## src/rtl/instr_delim_pkg.sv

```systemverilog
package instr_delim_pkg;

  localparam logic [7:0] EXIT_OP = 8'h00;

  typedef struct packed {
    logic       take;
    logic       latchOp;
    logic       latchLo;
    logic       emit;
    logic       foreign;
    logic [1:0] len;
    logic       withTarget;
    logic       undef;
  } delimStrobe_t;

  function automatic logic [1:0] opLength(input logic [7:0] op);
    if (op[7:4] == 4'h1) return 2'd3;
    if (op[7:4] == 4'h0 &&
        ((op[3:0] >= 4'h1 && op[3:0] <= 4'h9) || op[3:0] == 4'hC)) return 2'd2;
    return 2'd1;
  endfunction

  function automatic logic opUndefined(input logic [7:0] op);
    return (op[7:4] == 4'h0) && (op[3:0] >= 4'hD);
  endfunction

endpackage

```

## src/rtl/instr_delim_ctrl.sv

```systemverilog
module instr_delim_ctrl
  import instr_delim_pkg::*;
#(
  parameter int MARK_BYTES = 3,
  parameter logic [8*MARK_BYTES-1:0] MARKER = 24'hA55AC3
) (
  input  logic         clk,
  input  logic         rstN,
  input  logic         inValid,
  input  logic [7:0]   inByte,
  input  logic         outValid,
  input  logic         outReady,
  output logic         inReady,
  output delimStrobe_t strb
);

  localparam int HIST_W = 8 * (MARK_BYTES - 1);
  localparam int CNT_W  = $clog2(MARK_BYTES);
  localparam logic [CNT_W-1:0] CNT_MAX = CNT_W'(MARK_BYTES - 1);

  typedef enum logic {MODE_PASS, MODE_DEC} mode_t;

  mode_t             mode;
  logic [1:0]        stage;
  logic [1:0]        needLen;
  logic [HIST_W-1:0] hist;
  logic [CNT_W-1:0]  histCnt;
  logic              take;
  logic              markerHit;
  logic [1:0]        byteLen;

  assign inReady   = !outValid || outReady;
  assign take      = inValid && inReady;
  assign byteLen   = opLength(inByte);
  assign markerHit = (mode == MODE_PASS) && (histCnt == CNT_MAX) &&
                     ({hist, inByte} == MARKER);

  always_comb begin
    strb      = '0;
    strb.take = take;
    if (take) begin
      if (mode == MODE_PASS) begin
        strb.emit    = 1'b1;
        strb.foreign = 1'b1;
        strb.len     = 2'd1;
      end else begin
        case (stage)
          2'd0: begin
            if (byteLen == 2'd1) begin
              strb.emit  = 1'b1;
              strb.len   = 2'd1;
              strb.undef = opUndefined(inByte);
            end else begin
              strb.latchOp = 1'b1;
            end
          end
          2'd1: begin
            if (needLen == 2'd2) begin
              strb.emit       = 1'b1;
              strb.len        = 2'd2;
              strb.withTarget = 1'b1;
            end else begin
              strb.latchLo = 1'b1;
            end
          end
          default: begin
            strb.emit = 1'b1;
            strb.len  = 2'd3;
          end
        endcase
      end
    end
  end

  always_ff @(posedge clk) begin
    if (!rstN) begin
      mode    <= MODE_PASS;
      stage   <= 2'd0;
      needLen <= 2'd1;
      hist    <= '0;
      histCnt <= '0;
    end else if (take) begin
      if (mode == MODE_PASS) begin
        hist <= HIST_W'({hist, inByte});
        if (markerHit) begin
          mode    <= MODE_DEC;
          stage   <= 2'd0;
          histCnt <= '0;
        end else if (histCnt != CNT_MAX) begin
          histCnt <= histCnt + 1'b1;
        end
      end else begin
        case (stage)
          2'd0: begin
            if (byteLen != 2'd1) begin
              stage   <= 2'd1;
              needLen <= byteLen;
            end else if (inByte == EXIT_OP) begin
              mode    <= MODE_PASS;
              histCnt <= '0;
            end
          end
          2'd1:    stage <= (needLen == 2'd2) ? 2'd0 : 2'd2;
          default: stage <= 2'd0;
        endcase
      end
    end
  end

endmodule

```

## src/rtl/instr_delim_dp.sv

```systemverilog
module instr_delim_dp
  import instr_delim_pkg::*;
#(
  parameter int ADDR_W = 16
) (
  input  logic              clk,
  input  logic              rstN,
  input  logic              loadAddr,
  input  logic [ADDR_W-1:0] startAddr,
  input  logic [7:0]        inByte,
  input  delimStrobe_t      strb,
  input  logic              outReady,
  output logic              outValid,
  output logic              outForeign,
  output logic              outUndef,
  output logic              outHasTarget,
  output logic [1:0]        outLen,
  output logic [7:0]        outOpcode,
  output logic [15:0]       outOperand,
  output logic [ADDR_W-1:0] outTarget,
  output logic [ADDR_W-1:0] outAddr
);

  logic [ADDR_W-1:0] curAddr;
  logic [ADDR_W-1:0] instAddr;
  logic [7:0]        opReg;
  logic [7:0]        loReg;
  logic [ADDR_W-1:0] dispExt;
  logic [ADDR_W-1:0] branchDest;

  assign dispExt    = {{(ADDR_W-8){inByte[7]}}, inByte};
  assign branchDest = curAddr + ADDR_W'(1) + dispExt;

  always_ff @(posedge clk) begin
    if (!rstN) begin
      curAddr  <= '0;
      instAddr <= '0;
      opReg    <= '0;
      loReg    <= '0;
    end else begin
      if (loadAddr)       curAddr <= startAddr;
      else if (strb.take) curAddr <= curAddr + ADDR_W'(1);
      if (strb.latchOp) begin
        opReg    <= inByte;
        instAddr <= curAddr;
      end
      if (strb.latchLo) loReg <= inByte;
    end
  end

  always_ff @(posedge clk) begin
    if (!rstN) begin
      outValid     <= 1'b0;
      outForeign   <= 1'b0;
      outUndef     <= 1'b0;
      outHasTarget <= 1'b0;
      outLen       <= 2'd0;
      outOpcode    <= '0;
      outOperand   <= '0;
      outTarget    <= '0;
      outAddr      <= '0;
    end else if (strb.emit) begin
      outValid     <= 1'b1;
      outForeign   <= strb.foreign;
      outUndef     <= strb.undef;
      outHasTarget <= strb.withTarget;
      outLen       <= strb.len;
      outOpcode    <= (strb.len == 2'd1) ? inByte : opReg;
      outOperand   <= (strb.len == 2'd3) ? {inByte, loReg} :
                      (strb.len == 2'd2) ? {8'h00, inByte} : 16'h0000;
      outTarget    <= strb.withTarget ? branchDest : '0;
      outAddr      <= (strb.len == 2'd1) ? curAddr : instAddr;
    end else if (outReady) begin
      outValid <= 1'b0;
    end
  end

endmodule

```

## src/rtl/instr_delimiter.sv

```systemverilog
module instr_delimiter
  import instr_delim_pkg::*;
#(
  parameter int ADDR_W = 16,
  parameter int MARK_BYTES = 3,
  parameter logic [8*MARK_BYTES-1:0] MARKER = 24'hA55AC3
) (
  input  logic              clk,
  input  logic              rstN,
  input  logic              loadAddr,
  input  logic [ADDR_W-1:0] startAddr,
  input  logic              inValid,
  output logic              inReady,
  input  logic [7:0]        inByte,
  output logic              outValid,
  input  logic              outReady,
  output logic              outForeign,
  output logic              outUndef,
  output logic              outHasTarget,
  output logic [1:0]        outLen,
  output logic [7:0]        outOpcode,
  output logic [15:0]       outOperand,
  output logic [ADDR_W-1:0] outTarget,
  output logic [ADDR_W-1:0] outAddr
);

  delimStrobe_t strb;

  instr_delim_ctrl #(
    .MARK_BYTES(MARK_BYTES),
    .MARKER    (MARKER)
  ) ctrl_i (
    .clk     (clk),
    .rstN    (rstN),
    .inValid (inValid),
    .inByte  (inByte),
    .outValid(outValid),
    .outReady(outReady),
    .inReady (inReady),
    .strb    (strb)
  );

  instr_delim_dp #(
    .ADDR_W(ADDR_W)
  ) dp_i (
    .clk         (clk),
    .rstN        (rstN),
    .loadAddr    (loadAddr),
    .startAddr   (startAddr),
    .inByte      (inByte),
    .strb        (strb),
    .outReady    (outReady),
    .outValid    (outValid),
    .outForeign  (outForeign),
    .outUndef    (outUndef),
    .outHasTarget(outHasTarget),
    .outLen      (outLen),
    .outOpcode   (outOpcode),
    .outOperand  (outOperand),
    .outTarget   (outTarget),
    .outAddr     (outAddr)
  );

endmodule

```

## config.mk

```make
export PLATFORM = sky130hd
export DESIGN_NAME = instr_delimiter
export DESIGN_NICKNAME = d
export VERILOG_FILES = /design/src/rtl/instr_delim_pkg.sv /design/src/rtl/instr_delim_ctrl.sv /design/src/rtl/instr_delim_dp.sv /design/src/rtl/instr_delimiter.sv
export SDC_FILE = /design/constraint.sdc
export NUM_CORES = 1
export LEC_CHECK = 0
export BUFFER_PORTS_ARGS = -buffer_cell sky130_fd_sc_hd__buf_2
export CAP_MARGIN = 20
export CORE_MARGIN = 10
export CORE_UTILIZATION = 57
export CTS_BUF_LIST = sky130_fd_sc_hd__clkbuf_2 sky130_fd_sc_hd__clkbuf_4 sky130_fd_sc_hd__clkbuf_8
export DETAILED_ROUTE_END_ITERATION = 10
export PLACE_DENSITY = 0.83
export SLEW_MARGIN = 40
export SYNTH_ARGS = -nofsm -noshare
export SYNTH_HDL_FRONTEND = slang
export SYNTH_SLANG_ARGS = --single-unit
export TNS_END_PERCENT = 5
```

## constraint.sdc

```tcl
create_clock -name clk -period 4 [get_ports clk]
set_input_delay 0.2 -clock clk [delete_from_list [all_inputs] [get_ports clk]]
set_output_delay 0.2 -clock clk [all_outputs]
set_load 0.02 [all_outputs]
```

After elaboration in Yosys (flattened, before gate mapping)
Index checks and enable logic that the tools add are counted.
Storage, ports and cells
  bits in registers: 133
  bits in latches: 0
  RAM bits: 0
  ROM bits: 0
  input bits: 29
  output and inout bits: 63
  logic and storage cells: 112
  memories: 0
Cells by class
  add/sub/neg operators: 3
  multiply operators: 0
  div/mod/pow operators: 0
  $lt $le $gt $ge: 3
  equality and inequality tests: 16
  shifts and indexed selects: 0
  mux-type cells: 51
  bitwise operators: 1
  reduce and logical (&&, ||, !) cells: 20
Operators by type and width (number)
  16-bit two-way mux: 5
  2-bit two-way mux: 17
  24-bit == test (second input constant): 1
  8-bit two-way mux: 3
  1-bit two-way mux: 22
  16-bit by 1-bit adder with 16-bit output (second input constant): 1
  16-bit adder: 1
  2-bit == test (second input constant): 4
  8-bit zero test: 1
  2-bit inequality test (second input constant): 4
  2-bit case mux with 2 select lines: 2
  2-bit by 1-bit == test with 1-bit output (second input constant): 3
  1-bit logical AND: 6
  2-bit nonzero test: 3
  5-bit AND reduction: 1
  4-bit by 1-bit == test with 1-bit output (second input constant): 1
  4-bit == test (second input constant): 1
  4-bit by 1-bit greater-or-equal comparator with 1-bit output (second input constant): 1
  4-bit greater-or-equal comparator (second input constant): 1
  4-bit less-or-equal comparator (second input constant): 1
  4-bit zero test: 1
  4-bit AND reduction: 1
  3-bit two-way mux: 1
  3-bit inequality test (second input constant): 1
  10 further kinds: 11

Depth between registers and ports, before layout
Gate-level depths: netlist (run 1).
  word-level depth: 16
  depth in mapped cells: 13
  gate-level depth less buffers: 13

Hierarchy
From an unflattened synthesis (run 1), not the netlist that was laid out.
Unflattened totals
  cell total of the unflattened synthesis: 737
  area total of the unflattened synthesis: 6850.3 um^2
Modules (own cells, without submodules)
  instr_delim_dp: instances 1, cells an instance 616, area each 5677.9 um^2, seq. area each 2202.1 um^2
  instr_delim_ctrl: instances 1, cells an instance 121, area each 1172.4 um^2, seq. area each 460.4 um^2

Worst setup path after synthesis (run 1)
No wires, ideal clock.
  path kind: flip-flop to flip-flop
  from: register dp_i.curAddr[2]
  to: register dp_i.outTarget[12]
  setup time: 79 ps
  arrival: 2697 ps
  required time: 3921 ps
  setup slack: 1224 ps
  cell stages (with the launch flop): 13
  clock period less this slack: 2776 ps
  path through: dfxtp_1 clkbuf_1 nand4_1 nor2_1 and3_1 xor2_1 ha_1 a21oi_1 nand2_1 o31ai_1 o21ai_0 a311o_1 o211ai_1
On the way
  longest elaborated chain between the ends: 3
RTL lines
  start: declaration: RTL line instr_delim_dp.sv:24  | logic [ADDR_W-1:0] curAddr;
  start signal: assignment: RTL line instr_delim_dp.sv:41  | if (loadAddr) curAddr <= startAddr;
  start signal: assignment: RTL line instr_delim_dp.sv:42  | else if (strb.take) curAddr <= curAddr + ADDR_W'(1);
  16-bit by 1-bit adder with 16-bit output: RTL line instr_delim_dp.sv:32  | assign branchDest = curAddr + ADDR_W'(1) + dispExt;
  16-bit adder: RTL line instr_delim_dp.sv:32
  16-bit two-way mux: RTL line instr_delim_dp.sv:71  | outTarget <= strb.withTarget ? branchDest : '0;
  end signal: assignment: RTL line instr_delim_dp.sv:71
  end: declaration: RTL line instr_delim_dp.sv:20  | output logic [ADDR_W-1:0] outTarget,
No other way between the ends.
A chain may end at the register's enable or synchronous reset.

Final worst setup path (run 1)
  from: register dp_i.curAddr[1]
  to: register dp_i.outTarget[13]
Same word-level chain as after synthesis.

==> metrics.md, run 1 <==
| Metric | Value |
|---|---|
| Routability cong. | `just over 0.9` |
| Status | `complete, no violations` |
| Worst Max-Slew Pin Slew | `between 0.7 and 0.8 ns` |
| Number of gates resized after CTS | `0` |
| Quantity of hold-fixing buffers added after cts | `0` |
| Number of clock buffers inserted by TritonCTS | `17` |
| EDFF count, synth | `0` |
| Clock transition time at the flip-flop clock pins of the worst setup and hold paths | `~0.08 ns` |
| Maximum buffer depth of the clock tree | `2` |
| Synthesized area | `6450 µm²` |
| Reg-to-Reg Start | `dp_i.curAddr[1]` |
| Crit path time final | `3.25 ns` |
| Total clock sinks | `roughly 130` |
| Buffer count from post-CTS setup fixing | `0` |
| Top cells by area, synth | `sky130_fd_sc_hd__dfxtp_1, sky130_fd_sc_hd__mux2i_1, sky130_fd_sc_hd__nor2b_1, sky130_fd_sc_hd__nand2_1, sky130_fd_sc_hd__o21ai_0` |
| Layout-stage area growth over the synthesis result | `14.1%` |
| Fraction of the cycle the final worst path needs | `between 80 and 90%` |
| Critical Path Slowest Stage Cell | `sky130_fd_sc_hd__a2111oi_0` |
| VDD IR max | `slightly below 0.3 mV` |
| Final Hold Fails | `0` |
| Async SR Flop Fraction | `0%` |
| Most used standard cell by instance count after synthesis | `sky130_fd_sc_hd__dfxtp_1` |
| Violation count after the first detailed-route iteration | `approximately 500` |
| Routed len/inst | `17.6 µm` |
| Detailed-route wire length | `between 15 and 20 mm` |
| Largest net degree at the start of global routing | `95` |
| Maximum fanout along the worst path | `6` |
| Drt via density | `approximately 5.9` |
| Data arrival, critical path | `3.59 ns` |
| FILL cells | `850` |
| Slew margin rel. | `between 50% and 60%` |
| Hold wc startpoint | `startAddr[14]` |
| Crit. End Element | `register` |
| Std-Cell Rows | `38` |
| Syn Nets | `780` |
| Effective utilization at floorplan | `between 50% and 60%` |
| Overall power of the completed layout | `2.97 mW` |
| Post-route DRC | `0` |
| Setup CP Type | `reg2reg` |
| Synthesized instance count | `730` |
| Synth area leader | `sky130_fd_sc_hd__dfxtp_1` |
| Count of unique library cells instantiated by Yosys | `55` |
| Clock Root Buffer | `sky130_fd_sc_hd__clkbuf_8` |
| Fraction of layout cells with a size suffix above 1 | `between 15 and 20%` |
| Post-synthesis average cell area | `approximately 9 µm²` |
| Count of pins over their slew limit | `0` |
| Num ports | `92` |
| Crit. Startpoint | `dp_i.curAddr[1]` |
| DIE WIDTH | `roughly 130 µm` |
| Crit path cell chain | `ha_1 > nand3_1 > nor2_1 > nand3_1 > nor2_1 > xor2_1 > ha_1 > a21oi_1 > o21ai_0 > a2111oi_0 > a22o_1 > o31ai_1` |
| Sum of negative setup slack | `0 ns` |
| Ranking of synthesized cells by instance count | `sky130_fd_sc_hd__dfxtp_1, sky130_fd_sc_hd__nand2_1, sky130_fd_sc_hd__nor2b_1` |
| Clock latency at the later pin of the worst-skew pair | `roughly 0.45 ns` |
| Count of TritonRoute iterations in the first routing pass | `5` |
| Top cell type's share of synthesized area | `41.3%` |
| Final global-route overflow total | `0` |
| FMAX | `around 310 MHz` |
| Global-route usage over all layers | `between 20 and 25%` |
| Buffers added on ports | `slightly above 90` |
| Via total after detailed routing | `approximately 5500` |
| Die outline area | `around 16000 µm²` |
| Antenna diodes | `0` |
| Most used flip-flop cell after synthesis | `sky130_fd_sc_hd__dfxtp_1` |
| Number of antenna violations at the first check in global routing | `0` |
| Maximum level of the CTS H-tree | `4` |
| Via count of the first global-routing pass | `between 5000 and 6000` |
| Worst path top cell family by delay | `compound AO/OA/AOI/OAI gates` |
| Synth Register Bits | `approximately 130` |
| Buffers & Inverters on Critical Path | `0` |
| Post-placement setup slack | `0.809 ns` |
| Setup Viol. Count Final | `0` |
| Slowest Stage Delay on Critical Path | `around 0.50 ns` |
| TritonCTS clock tree | `done` |
| Core area | `11000 µm²` |
| Reported leakage power | `approximately 3.1 nW` |
| Net count reported at finish | `around 840` |
| CP Launch Type | `register` |
| Placed wire-length estimate | `11.5 mm` |
| RSZ-0062 raised after global routing | `false` |
| Power per standard cell area | `403 nW/µm²` |
| Number of warnings printed during yosys synthesis | `0` |
| Global-route wire length before repair | `27.1 mm` |
| Critical Path RT | `~4.3 ns` |
| Worst-case clock skew | `0.00835 ns` |
| Min-Delay Path Class | `in2reg` |
| Max-capacitance violation count | `0` |
| Number of nets with antenna violations after routing | `0` |
| Die Y | `about 130 µm` |
| Final setup slack of the worst path | `roughly 0.75 ns` |
| Fraction of the yosys area taken by sequential cells | `41.3%` |
-- where the power goes --
part	leakage (nW)	switching (mW)	internal [mW]
Combinational	1.79	0.222	0.137
Sequential	1.08	0.0390	1.37
Clock	0.217	0.529	0.674
-- cell type report --
type	instances	area (µm²)	share of cell area, %
inverter	14	52.6	0.714
timing repair buffer	98	520	7.07
tap	140	175	2.38
sequential	133	2660	36.2
clock inverter	9	126	1.72
multi-input combinational	529	3530	48.0
clock buffer	23	292	3.96
-- cells in the final DEF, fill, tap and decap left out, types with 5 or more instances in the layout --
| cell | netlist | routed |
|---|---|---|
| sky130_fd_sc_hd__mux2i_1 | 51 | 51 |
| sky130_fd_sc_hd__nand2_1 | 82 | 82 |
| sky130_fd_sc_hd__clkbuf_8 | 0 | 19 |
| sky130_fd_sc_hd__inv_1 | 14 | 14 |
| sky130_fd_sc_hd__a21oi_1 | 45 | 44 |
| sky130_fd_sc_hd__a21o_1 | 5 | 5 |
| sky130_fd_sc_hd__o21ai_0 | 52 | 52 |
| sky130_fd_sc_hd__nand4_1 | 5 | 5 |
| sky130_fd_sc_hd__nor2_1 | 21 | 19 |
| sky130_fd_sc_hd__a21boi_0 | 22 | 22 |
| sky130_fd_sc_hd__and2_1 | 14 | 14 |
| sky130_fd_sc_hd__xnor2_1 | 23 | 23 |
| sky130_fd_sc_hd__xor2_1 | 18 | 18 |
| sky130_fd_sc_hd__a22oi_1 | 15 | 15 |
| sky130_fd_sc_hd__nand3_1 | 20 | 20 |
| sky130_fd_sc_hd__nor2b_1 | 58 | 58 |
| sky130_fd_sc_hd__a222oi_1 | 8 | 8 |
| sky130_fd_sc_hd__buf_4 | 1 | 6 |
| sky130_fd_sc_hd__nand2b_1 | 8 | 8 |
| sky130_fd_sc_hd__ha_1 | 20 | 20 |
| sky130_fd_sc_hd__and3_1 | 10 | 10 |
| sky130_fd_sc_hd__dfxtp_1 | 133 | 133 |
| sky130_fd_sc_hd__buf_2 | 6 | 91 |
-- per-layer routing --
layer	up-vias	share of wire [%]	wire length, µm	track usage [%]
met4	0	1.9	311	6.63
met1	2609	44	7390	26.0
met5	-	0	0	0
li1	2672	-	-	-
met3	30	7.1	1170	5.33
met2	237	47	7750	32.5
-- worst min-delay path: cells and delay by family --
family          cells  cell delay, ns
compound gates      1            0.06
simple gates        2            0.16
buf+inv             1            0.08
-- cells by family (layout without fill, tap and decap cells) --
kind of cell | Yosys count | after routing | share of synthesized area [%]
AOI/OAI and AO/OA | 176 | 176 | 17.4
xor gates and xnor gates | 41 | 41 | 5.57
adders and majority gates | 21 | 21 | 4.19
buffers and inverters | 68 | 144 | 4.25
DFF | 133 | 133 | 41.3
muxes | 51 | 51 | 7.91
and+or+nand+nor | 240 | 240 | 19.4
-- final timing paths --
path	endpoint	slack, ns	cells after the start
worst max-delay path	dp_i.outTarget[13]	0.75	12
worst min-delay path	dp_i.curAddr[14]	0.08	4
worst max register to register	dp_i.outTarget[13]	0.75	12
worst min register to register	ctrl_i.histCnt[1]	0.46	2
-- sequential cells by signal, indices dropped and copies added, names as in the netlist, 2 cells and up --
signal and cells:
dp_i.outTarget 16, ctrl_i.histCnt 2, ctrl_i.hist 16, dp_i.opReg 8, dp_i.outOperand 16, ctrl_i.stage 2, dp_i.outAddr 16, dp_i.instAddr 16
dp_i.outOpcode 8, ctrl_i.needLen 2, dp_i.outLen 2, dp_i.loReg 8, dp_i.curAddr 16
-- metrics by stage --
stage / cells / hold slack [ns] / utilization [%] / cell area (µm²)
floorplan: 730 / 0.345 / - / 6450
finish: 946 / 0.0754 / 67.0 / 7360
global placement: 914 / 0.439 / 63.1 / 6930
global route: 946 / 0.0752 / 67.0 / 7360
detailed placement: 914 / 0.450 / 63.2 / 6940
CTS: 946 / 0.0626 / 67.0 / 7360
No activity file was read; power rests on OpenSTA's default activity.
==> inputs of run 2 (changes only) <==
CORE_UTILIZATION = 54   (was 57)
clock period = 2.7 ns   (was 4 ns; I/O delays follow)
==> run 2 against run 1 <==
  * The flow now finishes with violations (negative setup slack)
  * Non-clock buffer count up 30
  * Largest cell class unchanged
  * Critical path depth down 1
  * Cell area up 6.6%
  * Setup slack worse by 0.79 ns
  * Critical endpoint is now dp_i.outTarget[14]
  * Global-route usage up 0.67 points
  * Highest routed layer unchanged
  * Clock power up 54%
==> metrics.md, run 2 (synthesis results as in run 1) <==
| Metric | Value |
|---|---|
| Hold-critical path depth | `4` |
| Count of pins over their slew limit | `0` |
| TritonCTS clock tree | `done` |
| Number of cell instances on the worst register-to-register path | `11` |
| Most numerous cell on the critical path | `sky130_fd_sc_hd__a21o_1` |
| Number of antenna violations at the first check in global routing | `0` |
| Max-capacitance violation count | `0` |
| Crit path time final | `2.74 ns` |
| Worst path top cell family by delay | `compound AO/OA/AOI/OAI gates` |
| Worst reg2reg endpoint | `dp_i.outTarget[14]` |
| Quantity of hold-fixing buffers added after cts | `0` |
| Data arrival, critical path | `approximately 3.1 ns` |
| Reg-to-Reg Start | `dp_i.curAddr[10]` |
| RSZ-0062 raised after global routing | `true` |
| Overall power of the completed layout | `about 4.6 mW` |
| Fraction of the cycle the final worst path needs | `102%` |
| Routability cong. | `around 0.90` |
| Setup CP Type | `reg2reg` |
| Worst Max-Slew Pin Slew | `around 0.64 ns` |
| Drt via density | `about 6` |
| Antenna diodes | `0` |
| Violation count after the first detailed-route iteration | `between 800 and 900` |
| Worst-case clock skew | `around 0.013 ns` |
| Clock transition time at the flip-flop clock pins of the worst setup and hold paths | `0.08 ns` |
| Clock Root Buffer | `sky130_fd_sc_hd__clkbuf_8` |
| Violations in the final reports | `negative setup slack` |
| CP Launch Type | `register` |
| Final setup slack of the worst path | `-0.0424 ns` |
| Hold wc startpoint | `startAddr[12]` |
| Post-placement setup slack | `-0.250 ns` |
| Worst hold margin | `0.0232 ns` |
| Final Hold Fails | `0` |
| FILL cells | `between 800 and 900` |
| Crit. End Element | `register` |
| Reported leakage power | `roughly 3.3 nW` |
| Via total after detailed routing | `approximately 5900` |
| Post-route DRC | `0` |
| Number of nets with antenna violations after routing | `0` |
| Min-Delay Path Class | `in2reg` |
| Endpoint of the worst hold-timing path | `dp_i.curAddr[12]` |
| Status | `complete, but fails checks` |
| Buffers & Inverters on Critical Path | `1` |
| Largest net degree at the start of global routing | `96` |
| Slowest Stage Delay on Critical Path | `0.41 ns` |
| Maximum fanout along the worst path | `6` |
| Critical Path RT | `roughly 3.1 ns` |
| Count of TritonRoute iterations in the first routing pass | `6` |
| Crit path cell chain | `nand3_2 > nor4_2 > buf_4 > xor2_1 > ha_1 > a21o_1 > a21o_1 > a21oi_2 > o211ai_1 > a21o_1 > nand3_1` |
| Power per standard cell area | `between 500 and 600 nW/µm²` |
| Maximum level of the CTS H-tree | `4` |
| Critical Path Slowest Stage Cell | `sky130_fd_sc_hd__dfxtp_2` |
| Std-Cell Rows | `39` |
| Die Y | `around 130 µm` |
| Net count reported at finish | `873` |
| Most frequent cells in the layout | `sky130_fd_sc_hd__dfxtp_1, sky130_fd_sc_hd__buf_2, sky130_fd_sc_hd__nand2_1` |
| Clock latency at the later pin of the worst-skew pair | `between 0.4 and 0.5 ns` |
| Slack of the worst reg-to-reg path | `-0.04 ns` |
| Layout-stage area growth over the synthesis result | `21.6%` |
| Die outline area | `16700 µm²` |
| Detailed-route wire length | `around 19 mm` |
| Final global-route overflow total | `0` |
| Core area | `11600 µm²` |
| DIE WIDTH | `roughly 130 µm` |
| Maximum buffer depth of the clock tree | `2` |
| Num ports | `92` |
| FMAX | `approximately 360 MHz` |
| Slew margin rel. | `between 50% and 60%` |
| Total clock sinks | `about 130` |
| VDD IR max | `approximately 0.31 mV` |
| Via count of the first global-routing pass | `~5800` |
| Global-route usage over all layers | `between 20% and 30%` |
| Final standard cell count with taps included and fillers excluded | `slightly below 1000` |
| Global-route wire length before repair | `about 29 mm` |
| Setup Viol. Count Final | `1` |
| Fraction of layout cells with a size suffix above 1 | `between 20% and 30%` |
| Core occupancy in the finished layout | `roughly 68%` |
| Effective utilization at floorplan | `roughly 56%` |
| Placed Cells incl. Taps | `between 900 and 1000` |
| Most common cell after layout, fill and taps aside | `sky130_fd_sc_hd__dfxtp_1` |
| Placed wire-length estimate | `about 12 mm` |
| Number of clock buffers inserted by TritonCTS | `17` |
| Buffers added on ports | `about 90` |
| Routed len/inst | `19.1 µm` |
run 2: changes by cell type in the layout (fill, tap and decap cells not counted), moves of 3 or more:
cell,delta
sky130_fd_sc_hd__nand2_1,-3
sky130_fd_sc_hd__ha_1,-3
sky130_fd_sc_hd__a21oi_1,-6
sky130_fd_sc_hd__nand2_2,+3
sky130_fd_sc_hd__o21ai_0,-5
sky130_fd_sc_hd__buf_4,+29
sky130_fd_sc_hd__clkinv_4,+4
sky130_fd_sc_hd__dfxtp_1,-5
sky130_fd_sc_hd__clkinv_2,-3
sky130_fd_sc_hd__dfxtp_2,+4
sky130_fd_sc_hd__a21oi_2,+5
run 2: power breakdown:
part	internal (mW)	leakage [nW]	total, mW	switching, mW
Combinational	0.256	1.97	0.651	0.395
Sequential	2.02	1.08	2.07	0.0504
Clock	1.07	0.224	1.85	0.786
run 2: layout make-up:
class                           count  area, µm²  share of cell area (%)
Clock buffer                       21        270                    3.44
Sequential cell                   133       2670                    34.0
Multi-Input combinational cell    529       3750                    47.8
Clock inverter                     11        176                    2.25
Inverter                           14       52.6                   0.670
Timing Repair Buffer              128        749                    9.55
Tap cell                          143        179                    2.28
run 2: what timing repair did:
action / in CTS / in global routing
resized for setup: 15 / 38
setup buffers: 1 / 4
pin swaps: 1 / 18
endpoints found under the setup margin: 5 / 8
hold endpoints to repair: 0 / 0
run 2: worst max path at each step:
stage | startpoint | to | slack [ns] | depth (start not counted)
final | dp_i.curAddr[10] | dp_i.outTarget[14] | -0.04 | 11
after global routing | dp_i.curAddr[10] | dp_i.outTarget[14] | -0.17 | 11
after CTS | dp_i.curAddr[0] | dp_i.outTarget[15] | -0.03 | 13
after detailed placement | dp_i.curAddr[1] | dp_i.outTarget[13] | -0.25 | 12
after global placement | dp_i.curAddr[1] | dp_i.outTarget[13] | 0.08 | 12
after floorplan | dp_i.curAddr[2] | dp_i.outTarget[14] | -0.07 | 11
run 2: worst min-delay path, delay by kind of cell:
| family | cells | cell delay, ns |
|---|---|---|
| buf+inv | 1 | 0.08 |
| compound gates | 1 | 0.05 |
| simple gates | 2 | 0.16 |
run 2: metal layers:
metal / track usage (%) / routed length [µm] / vias up / share of wire [%]
met5: 0 / 0 / - / 0
met4: 8.49 / 712 / 0 / 3.8
met3: 5.46 / 1530 / 86 / 8.2
met2: 33.7 / 8810 / 324 / 47
met1: 26.2 / 7640 / 2787 / 41
li1: - / - / 2725 / -
run 2: through the flow:
step	TNS [ns]	cell area, µm²
3_3_place_gp	0	7130
6_report	-0.0424	7850
4_1_cts	-0.0323	7630
5_1_grt	-0.601	7850
2_1_floorplan	-0.107	6460
3_5_place_dp	-0.516	7130
==> inputs of run 3 (changes only) <==
CORE_UTILIZATION = 57   (was 54)
REMOVE_ABC_BUFFERS = 1   (was default)
clock period = 3.3 ns   (was 2.7 ns; I/O delays follow)
==> run 3 against run 2 <==
  * Sequential share of layout area increased by 2.0 points
  * Die area shrank 4.5%
  * Highest routed layer unchanged
  * Sequential cell count unchanged
  * Setup slack improved by 0.27 ns
  * Total power down 25%
  * Non-clock buffer count decreased by 24
  * Cell area down 5.9%
  * Utilization is 0.61 points lower
  * Global-route usage decreased by 1.1 points
  * Hold slack hardly changed
  * The run now ends clean
  * Clock skew shrank 0.0058 ns
  * Cell count decreased by 2.8%
==> metrics.md, run 3 (synthesis results as in run 1) <==
| Metric | Value |
|---|---|
| Critical Path RT | `roughly 3.6 ns` |
| GRT busiest layer | `met2` |
| Clock transition time at the flip-flop clock pins of the worst setup and hold paths | `0.08 ns` |
| Crit. End Element | `register` |
| Most common cell after layout, fill and taps aside | `sky130_fd_sc_hd__dfxtp_1` |
| Core area | `~11000 µm²` |
| Maximum buffer depth of the clock tree | `2` |
| Setup CP Type | `reg2reg` |
| Buffers added on ports | `91` |
| TritonCTS clock tree | `done` |
| Clock latency at the later pin of the worst-skew pair | `0.45 ns` |
| Core occupancy in the finished layout | `67.2%` |
| Global-route met3 utilization | `under 10%` |
| Count of TritonRoute iterations in the first routing pass | `7` |
| Antenna diodes | `0` |
| Fraction of the cycle the final worst path needs | `between 90% and 100%` |
| Total cell area at the placement stage | `~7000 µm²` |
| Global-route wire length before repair | `26.9 mm` |
| Reported leakage power | `a little over 3 nW` |
| DIE WIDTH | `~130 µm` |
| Detailed-route wire length | `~16 mm` |
| FMAX | `326 MHz` |
| Placed wire-length estimate | `11.4 mm` |
| Final standard cell count with taps included and fillers excluded | `between 900 and 1000` |
| Final Hold Fails | `0` |
| Slew margin rel. | `53.4%` |
| Via total after detailed routing | `around 5600` |
| Net count reported at finish | `849` |
| Sum of negative setup slack | `0 ns` |
| Setup Viol. Count Final | `0` |
| Min-Delay Path Class | `in2reg` |
| Met2 layer usage reported by global route | `between 30 and 40%` |
| Drt via density | `between 5 and 6` |
| Number of clock buffers inserted by TritonCTS | `17` |
| Worst-case clock skew | `around 0.0075 ns` |
| Violation count after the first detailed-route iteration | `~460` |
| VDD IR max | `about 0.32 mV` |
| Num ports | `92` |
| Most frequent cells in the layout | `sky130_fd_sc_hd__dfxtp_1, sky130_fd_sc_hd__buf_2, sky130_fd_sc_hd__nand2_1` |
| RSZ-0062 raised after global routing | `false` |
| Power per standard cell area | `between 400 and 500 nW/µm²` |
| Status | `complete, no violations` |
| Via count of the first global-routing pass | `approximately 5500` |
| Layout-stage area growth over the synthesis result | `14.5%` |
| Maximum level of the CTS H-tree | `4` |
| Routability cong. | `between 0.9 and 1` |
| Die outline area | `about 16000 µm²` |
| Die Y | `roughly 130 µm` |
| Std-Cell Rows | `38` |
| Maximum fanout along the worst path | `6` |
| Post-route DRC | `0` |
| Placed Cells incl. Taps | `919` |
| Met1 GRT Util | `between 20% and 30%` |
| Fraction of layout cells with a size suffix above 1 | `around 18%` |
| Crit path time final | `between 3 and 4 ns` |
| Number of antenna violations at the first check in global routing | `0` |
| CP Launch Type | `register` |
| Final standard cell area without fillers | `roughly 7400 µm²` |
| Routed len/inst | `between 15 and 20 µm` |
| Clock Root Buffer | `sky130_fd_sc_hd__clkbuf_8` |
| Number of nets with antenna violations after routing | `0` |
| Worst Max-Slew Pin Slew | `around 0.70 ns` |
| Count of pins over their slew limit | `0` |
| Final global-route overflow total | `0` |
| Total clock sinks | `between 100 and 150` |
| Data arrival, critical path | `between 3 and 4 ns` |
| Max-capacitance violation count | `0` |
| Largest net degree at the start of global routing | `between 60 and 70` |
| Buffer count from post-CTS setup fixing | `0` |
| Global-route usage over all layers | `about 20%` |
| Effective utilization at floorplan | `a little under 60%` |
run 3: critical path, stage by stage, from the launching register on:
cell and delay (ns):
sky130_fd_sc_hd__dfxtp_1 0.43, sky130_fd_sc_hd__ha_1 0.24, sky130_fd_sc_hd__nand3_1 0.20, sky130_fd_sc_hd__nor2_2 0.25, sky130_fd_sc_hd__nand3_1 0.15, sky130_fd_sc_hd__nor2_1 0.16, sky130_fd_sc_hd__xor2_1 0.19, sky130_fd_sc_hd__ha_1 0.32
sky130_fd_sc_hd__a21oi_1 0.18, sky130_fd_sc_hd__o21ai_0 0.17, sky130_fd_sc_hd__a2111oi_1 0.39, sky130_fd_sc_hd__a22o_1 0.19, sky130_fd_sc_hd__o31ai_1 0.07
run 3: stage by stage:
stage	setup slack, ns	total power, mW	hold WS (ns)
global placement	0.382	2.14	0.428
CTS	0.170	3.46	0.00665
floorplan	0.448	2.00	0.237
detailed placement	0.203	2.16	0.428
finish	0.231	3.46	0.0234
global route	0.0239	3.58	0.0424
run 3: worst paths after layout:
kind,start,to,slack (ns),cells past startpoint
worst min register to register,ctrl_i.histCnt[1],ctrl_i.histCnt[1],0.46,2
worst max register to register,dp_i.curAddr[1],dp_i.outTarget[13],0.23,12
worst min-delay path,startAddr[4],dp_i.curAddr[4],0.02,4
worst max-delay path,dp_i.curAddr[1],dp_i.outTarget[13],0.23,12
run 3: cell type report:
type                       instances  area [µm²]
clock buffer                      18         248
tap                              140         175
multi-input combinational        529        3550
fill                             848        3600
sequential                       133        2660
timing repair buffer             104         558
inverter                          14        52.6
clock inverter                    14         136
run 3: power by group:
part	switching, mW	leakage, nW	internal, mW
sequential	0.0433	1.08	1.66
clock	0.636	0.186	0.681
combinational	0.269	1.81	0.170
total	0.949	3.08	2.51
run 3: repair_timing:
item	4_1_cts	5_1_grt
hold buffers	1	0
endpoints found under the setup margin	0	3
gates resized for setup	0	5
hold endpoints to repair	1	0
run 3: per-layer routing:
metal	vias to the layer above	part of all wire (%)
met5	-	0
met4	0	2.4
met3	44	6.6
met2	215	49
met1	2661	42
li1	2702	-
